$ cat config.mk
export PLATFORM = sky130hd
export DESIGN_NAME = at_pipe
export DESIGN_NICKNAME = d
export VERILOG_FILES = /design/src/rtl/at_pkg.sv /design/src/rtl/at_dr_complete.sv /design/src/rtl/at_cell.sv /design/src/rtl/at_pipe.sv
export SDC_FILE = /design/constraint.sdc
export NUM_CORES = 1
export LEC_CHECK = 0
export BUFFER_PORTS_ARGS = -buffer_cell sky130_fd_sc_hd__buf_4
export CAP_MARGIN = 0
export CORE_UTILIZATION = 30
export DETAILED_ROUTE_END_ITERATION = 8
export HOLD_SLACK_MARGIN = 0.1
export PLACE_DENSITY_LB_ADDON = 0.25
export SYNTH_ARGS = -nofsm -noshare
export SYNTH_HDL_FRONTEND = slang
export SYNTH_HIERARCHICAL = 1
export SYNTH_SLANG_ARGS = --single-unit
$ cat constraint.sdc
create_clock -name clk_i -period 6.4 [get_ports clk_i]
set_input_delay 0.96 -clock clk_i [delete_from_list [all_inputs] [get_ports clk_i]]
set_output_delay 0.96 -clock clk_i [all_outputs]
set_load 0.03 [all_outputs]
$ cat src/rtl/at_pkg.sv
package at_pkg;
  typedef enum logic [1:0] {
    ST_EMPTY = 2'b00,
    ST_TOK   = 2'b01,
    ST_ANTI  = 2'b10
  } at_state_e;
endpackage

$ cat src/rtl/at_dr_complete.sv
module at_dr_complete #(
  parameter int W = 8
) (
  input  logic [W-1:0] t_i,
  input  logic [W-1:0] f_i,
  output logic         complete_o
);
  logic [W-1:0] bit_ok;

  for (genvar i = 0; i < W; i++) begin : g_bit
    // exactly one rail high: 01 or 10
    assign bit_ok[i] = t_i[i] ^ f_i[i];
  end

  assign complete_o = &bit_ok;
endmodule

$ cat src/rtl/at_cell.sv
module at_cell
  import at_pkg::*;
#(
  parameter int W = 8
) (
  input  logic         clk_i,
  input  logic         rst_ni,
  input  logic         up_tok_i,
  input  logic [W-1:0] up_t_i,
  input  logic [W-1:0] up_f_i,
  input  logic         up_col_i,
  input  logic         up_take_i,
  input  logic         dn_anti_i,
  input  logic         dn_col_i,
  input  logic         dn_take_i,
  output logic         tok_take_o,
  output logic         anti_take_o,
  output logic         has_tok_o,
  output logic         has_anti_o,
  output logic [W-1:0] t_o,
  output logic [W-1:0] f_o
);
  at_state_e    state_q, state_d;
  logic [W-1:0] t_q, f_q;
  logic         is_empty;

  assign is_empty    = (state_q == ST_EMPTY);
  assign tok_take_o  = is_empty && up_tok_i && !up_col_i;
  assign anti_take_o = is_empty && dn_anti_i && !dn_col_i;

  always_comb begin
    state_d = state_q;
    unique case (state_q)
      ST_EMPTY: begin
        if (tok_take_o && anti_take_o) state_d = ST_EMPTY;
        else if (tok_take_o)           state_d = ST_TOK;
        else if (anti_take_o)          state_d = ST_ANTI;
      end
      ST_TOK:  if (dn_take_i || dn_col_i) state_d = ST_EMPTY;
      ST_ANTI: if (up_take_i || up_col_i) state_d = ST_EMPTY;
      default: state_d = ST_EMPTY;
    endcase
  end

  always_ff @(posedge clk_i or negedge rst_ni) begin
    if (!rst_ni) begin
      state_q <= ST_EMPTY;
      t_q     <= '0;
      f_q     <= '0;
    end else begin
      state_q <= state_d;
      if (tok_take_o && !anti_take_o) begin
        t_q <= up_t_i;
        f_q <= up_f_i;
      end
    end
  end

  assign has_tok_o  = (state_q == ST_TOK);
  assign has_anti_o = (state_q == ST_ANTI);
  assign t_o        = has_tok_o ? t_q : '0;
  assign f_o        = has_tok_o ? f_q : '0;

  AST_TOK_HOLD: assert property (@(posedge clk_i) disable iff (!rst_ni)
    has_tok_o && !dn_take_i && !dn_col_i |=> has_tok_o && $stable(t_o) && $stable(f_o));
  AST_SAME_STAGE_KILL: assert property (@(posedge clk_i) disable iff (!rst_ni)
    tok_take_o && anti_take_o |=> !has_tok_o && !has_anti_o);
  AST_ANTI_WAIT: assert property (@(posedge clk_i) disable iff (!rst_ni)
    has_anti_o && !up_take_i && !up_col_i |=> has_anti_o);
endmodule

$ cat src/rtl/at_pipe.sv
module at_pipe #(
  parameter int STAGES = 4,
  parameter int W      = 8
) (
  input  logic         clk_i,
  input  logic         rst_ni,
  input  logic [W-1:0] in_t_i,
  input  logic [W-1:0] in_f_i,
  output logic         in_ack_o,
  output logic         up_cancel_o,
  output logic [W-1:0] out_t_o,
  output logic [W-1:0] out_f_o,
  output logic         out_vld_o,
  input  logic         out_rdy_i,
  input  logic         dn_cancel_i,
  output logic         dn_cancel_ack_o
);
  localparam int LAST = STAGES - 1;

  logic              in_complete;
  // boundary b sits in front of stage b; boundary STAGES is the output edge
  logic [STAGES:0]   tok_off, anti_off, col;
  logic [LAST:0]     tok_take, anti_take, has_tok, has_anti, dn_take, up_take;
  logic [W-1:0]      rail_t [STAGES+1];
  logic [W-1:0]      rail_f [STAGES+1];

  at_dr_complete #(.W(W)) u_in_cd (
    .t_i        (in_t_i),
    .f_i        (in_f_i),
    .complete_o (in_complete)
  );

  assign tok_off  = {has_tok, in_complete};
  assign anti_off = {dn_cancel_i, has_anti};
  assign col      = tok_off & anti_off;   // facing pair across a boundary dies
  assign dn_take  = {out_rdy_i, tok_take[LAST:1]};
  assign up_take  = {anti_take[LAST-1:0], 1'b1};  // source always absorbs a cancel

  assign rail_t[0] = in_t_i;
  assign rail_f[0] = in_f_i;

  for (genvar s = 0; s < STAGES; s++) begin : g_stage
    at_cell #(.W(W)) u_cell (
      .clk_i       (clk_i),
      .rst_ni      (rst_ni),
      .up_tok_i    (tok_off[s]),
      .up_t_i      (rail_t[s]),
      .up_f_i      (rail_f[s]),
      .up_col_i    (col[s]),
      .up_take_i   (up_take[s]),
      .dn_anti_i   (anti_off[s+1]),
      .dn_col_i    (col[s+1]),
      .dn_take_i   (dn_take[s]),
      .tok_take_o  (tok_take[s]),
      .anti_take_o (anti_take[s]),
      .has_tok_o   (has_tok[s]),
      .has_anti_o  (has_anti[s]),
      .t_o         (rail_t[s+1]),
      .f_o         (rail_f[s+1])
    );
  end

  assign in_ack_o        = col[0] | tok_take[0];
  assign up_cancel_o     = has_anti[0] & ~col[0];
  assign out_vld_o       = has_tok[LAST];
  assign out_t_o         = rail_t[STAGES];
  assign out_f_o         = rail_f[STAGES];
  assign dn_cancel_ack_o = col[STAGES] | anti_take[LAST];

  AST_ACK_COMPLETE: assert property (@(posedge clk_i) disable iff (!rst_ni)
    in_ack_o |-> ((in_t_i ^ in_f_i) == {W{1'b1}}));
  AST_OUT_NULL: assert property (@(posedge clk_i) disable iff (!rst_ni)
    !out_vld_o |-> (out_t_o == '0) && (out_f_o == '0));
  AST_OUT_DUAL_RAIL: assert property (@(posedge clk_i) disable iff (!rst_ni)
    out_vld_o |-> ((out_t_o ^ out_f_o) == {W{1'b1}}));
  AST_OUT_COLLIDE: assert property (@(posedge clk_i) disable iff (!rst_ni)
    out_vld_o && dn_cancel_i |=> !out_vld_o);
  AST_CANCEL_ACK_CAUSE: assert property (@(posedge clk_i) disable iff (!rst_ni)
    dn_cancel_ack_o |-> dn_cancel_i);
  AST_IN_COLLIDE: assert property (@(posedge clk_i) disable iff (!rst_ni)
    up_cancel_o |-> !in_ack_o);
endmodule

==> impl_metrics.toml <==
[layout]
final_cell_mix = "72 x dfrtp_1, 69 x and2_1, 39 x buf_4"
mostFrequentLayoutCell = "dfrtp_1"
nNetsFinal = 346
finalCoreUtilization_pct = 37.7
fillers = 1163
syn2layout_area_growth_pct = 20.1
stdcell_count = 474
seq_area_mm2 = 0.00180
multiInputGateArea_mm2 = 0.00177
diodes = 0
drive_gt1_share_pct = 38.1

[timing]
skew_ps = 4.72
setup_viol = 0
fmax_mhz = 296
hold_viol = 0
tightestPinTransition_ps = 965
slew_headroom_pct = 35.5
slew_violations = 0
finalCritPeriodShare_pct = 52.8
rsz0062_at_grt = "no"
fin_crit_ps = 3380
final.setup.tns_ps = 0
setup_ws_ps = 3020

[routing]
wire_per_inst_um = 12.7
dr.pass1.iters = 6
via_per_inst = 4.30
drtIter0Drc = 63
vias = 2040
finalWirelength_um = 6000
drtAntennaViolNets = 0
drcViolationCount = 4

[worst_setup_path]
crit_family = "simple AND/OR/NAND/NOR gates"
required_ps = 5440
r2r_cells = 5
cp.arrival_ps = 2420
criticalPathCategory = "reg -> out"
crit_buf_inv = 1
path_cells = "nor2b_1 -> and2_1 -> nand2b_1 -> nor3_1 -> a21o_1 -> buf_4"
worstSetupEndpointType = "output pin"
cp_max_fo = 20
reg2reg_from = "g_stage[0].u_cell/state_q[0]"
start_kind = "register"
worst_path_largest_cell_delay_ps = 800
r2r_end = "g_stage[0].u_cell/t_q[7]"
reg2reg_slack_ps = 3870
crit_path_top_delay_cell = "nor2b_1"

[clock_network]
cts_tree = "yes"
path_clk_slew_ps = 60
clock_path_buffers = 2
htree_levels = 3
cts_setup_buffers = 0
cts.sinks = 72
cts_resized = 0
postCtsHoldBufs = 0
clkLatencyLatePin_ps = 330
clock-root-buffer = "clkbuf_16"
cts_inserted_buffers = 9

[yosys]
synthCells = 284
ys_warn_count = 6
synth.avg_cell_area_um2 = 12.8
synth_seq_cells = 72
synthDistinctLibCells = 21
syn_nets = 304
synth_seq_area_share_pct = 49.4
synth_area_mm2 = 0.00365

[floorplanning]
core-area_mm2 = 0.0116
num_rows = 39
die-area_mm2 = 0.0126
die_y_um = 112
die_w_um = 112
start_util_pct = 31.4
io_pins = 40

[global_routing]
grt_use_met2_pct = 14.7
use_met1_pct = 15.2
antenna_found_initial = 0
grt_pass1_vias = 2119
gr-usage-all-layers_pct = 10.7
grt_start_max_net_pins = 73
grt_first_pass_wirelength_um = 10600
grt.busiest_layer = "met1"
use_met3_pct = 3.13
overflow = 0

[worst_hold_path]
hold_depth = 1
hold_start = "g_stage[0].u_cell/t_q[2]"
hold_path.class = "reg -> reg"
hold_path_end = "g_stage[0].u_cell/t_q[2]"

[power]
power.density_mw_per_mm2 = 267
leakage_nw = 2.29
vdd_drop_max_mv = 0.101

[placement]
io_buffers = 39
gp_congestion = 0.699
dp_cells = 458
hpwl_um = 4290
place_ws_ps = 3050

[outcome]
status = "finished, violations left"
violations = "design-rule violations"

[flow_run]
drv_cap = 0
[cells by family after synthesis]
kind of cell    share of synthesized area [%]
buf+inv                                  2.06
xor+xnor                                 1.92
other cells                             0.103
flops                                    49.4
mux                                      23.5
compound gates                           1.92
simple gates                             21.1
[how the worst max path moves through the flow]
stage,start,to,slack [ps],cells past startpoint
3_3_place_gp,in_f_i[7],in_ack_o,3070,8
2_1_floorplan,in_f_i[3],in_ack_o,3440,6
4_1_cts,g_stage[3].u_cell/state_q[0],dn_cancel_ack_o,2890,6
6_report,g_stage[3].u_cell/state_q[0],dn_cancel_ack_o,3020,6
5_1_grt,g_stage[3].u_cell/state_q[0],dn_cancel_ack_o,2660,6
3_5_place_dp,in_f_i[7],in_ack_o,3050,8
[synth_stat cells]
cell       n  area [um^2]
clkbuf_1   4         15.0
nor2b_1    5         31.3
conb_1     1         3.75
dfrtp_1   72         1800
a21o_1     2         15.0
nand2_4    4         45.0
nand2_1   12         45.0
mux2_2    28          315
nor3_1     4         20.0
nor2_1     9         33.8
nand4_1    2         12.5
inv_1      4         15.0
nand2b_1   4         25.0
xor2_1     8         70.1
and2_1    69          432
nor4b_4    4         95.1
a211o_1    4         35.0
mux2_4    36          541
buf_6      4         45.0
and2b_1    4         30.0
a21oi_1    4         20.0
[where the power goes]
group	total [mW]	leakage (nW)	internal [mW]	switching, mW
Combinational	0.127	1.14	0.0594	0.0673
Sequential	0.508	0.995	0.477	0.0311
Clock	0.536	0.152	0.351	0.185
[per-stage QoR]
step	total power, mW	hold WS (ps)	area (um^2)
6_report	1.17	495	4380
5_1_grt	1.23	511	4380
4_1_cts	1.19	500	4380
3_5_place_dp	0.645	486	4060
3_3_place_gp	0.640	485	4060
2_1_floorplan	0.598	470	3650
[registers in the layout, summed over array words and instances, names as in the netlist]
name                    cells
g_stage.u_cell/t_q         32
g_stage.u_cell/state_q      8
g_stage.u_cell/f_q         32
[worst reg2reg max path: stages, from the launching register on]
cell and delay, ps:
dfrtp_1 450, nor2b_1 800, and2_1 360, nand2b_1 240, nand2_4 200, mux2_4 370
[layout make-up]
class,count,area share [%]
clock buffers,11,5.54
clock inverters,5,1.83
flip-flops and latches,72,41.1
well taps,143,4.08
inverters,4,0.343
repair buffers,39,6.68
multi-input cells,200,40.4
[routing by layer]
layer	wire, um	vias to the layer above
met2	2480	40
met4	121	0
met1	3130	932
li1	-	1055
met5	0	-
met3	269	13
Power figures use the tool's default switching activity.
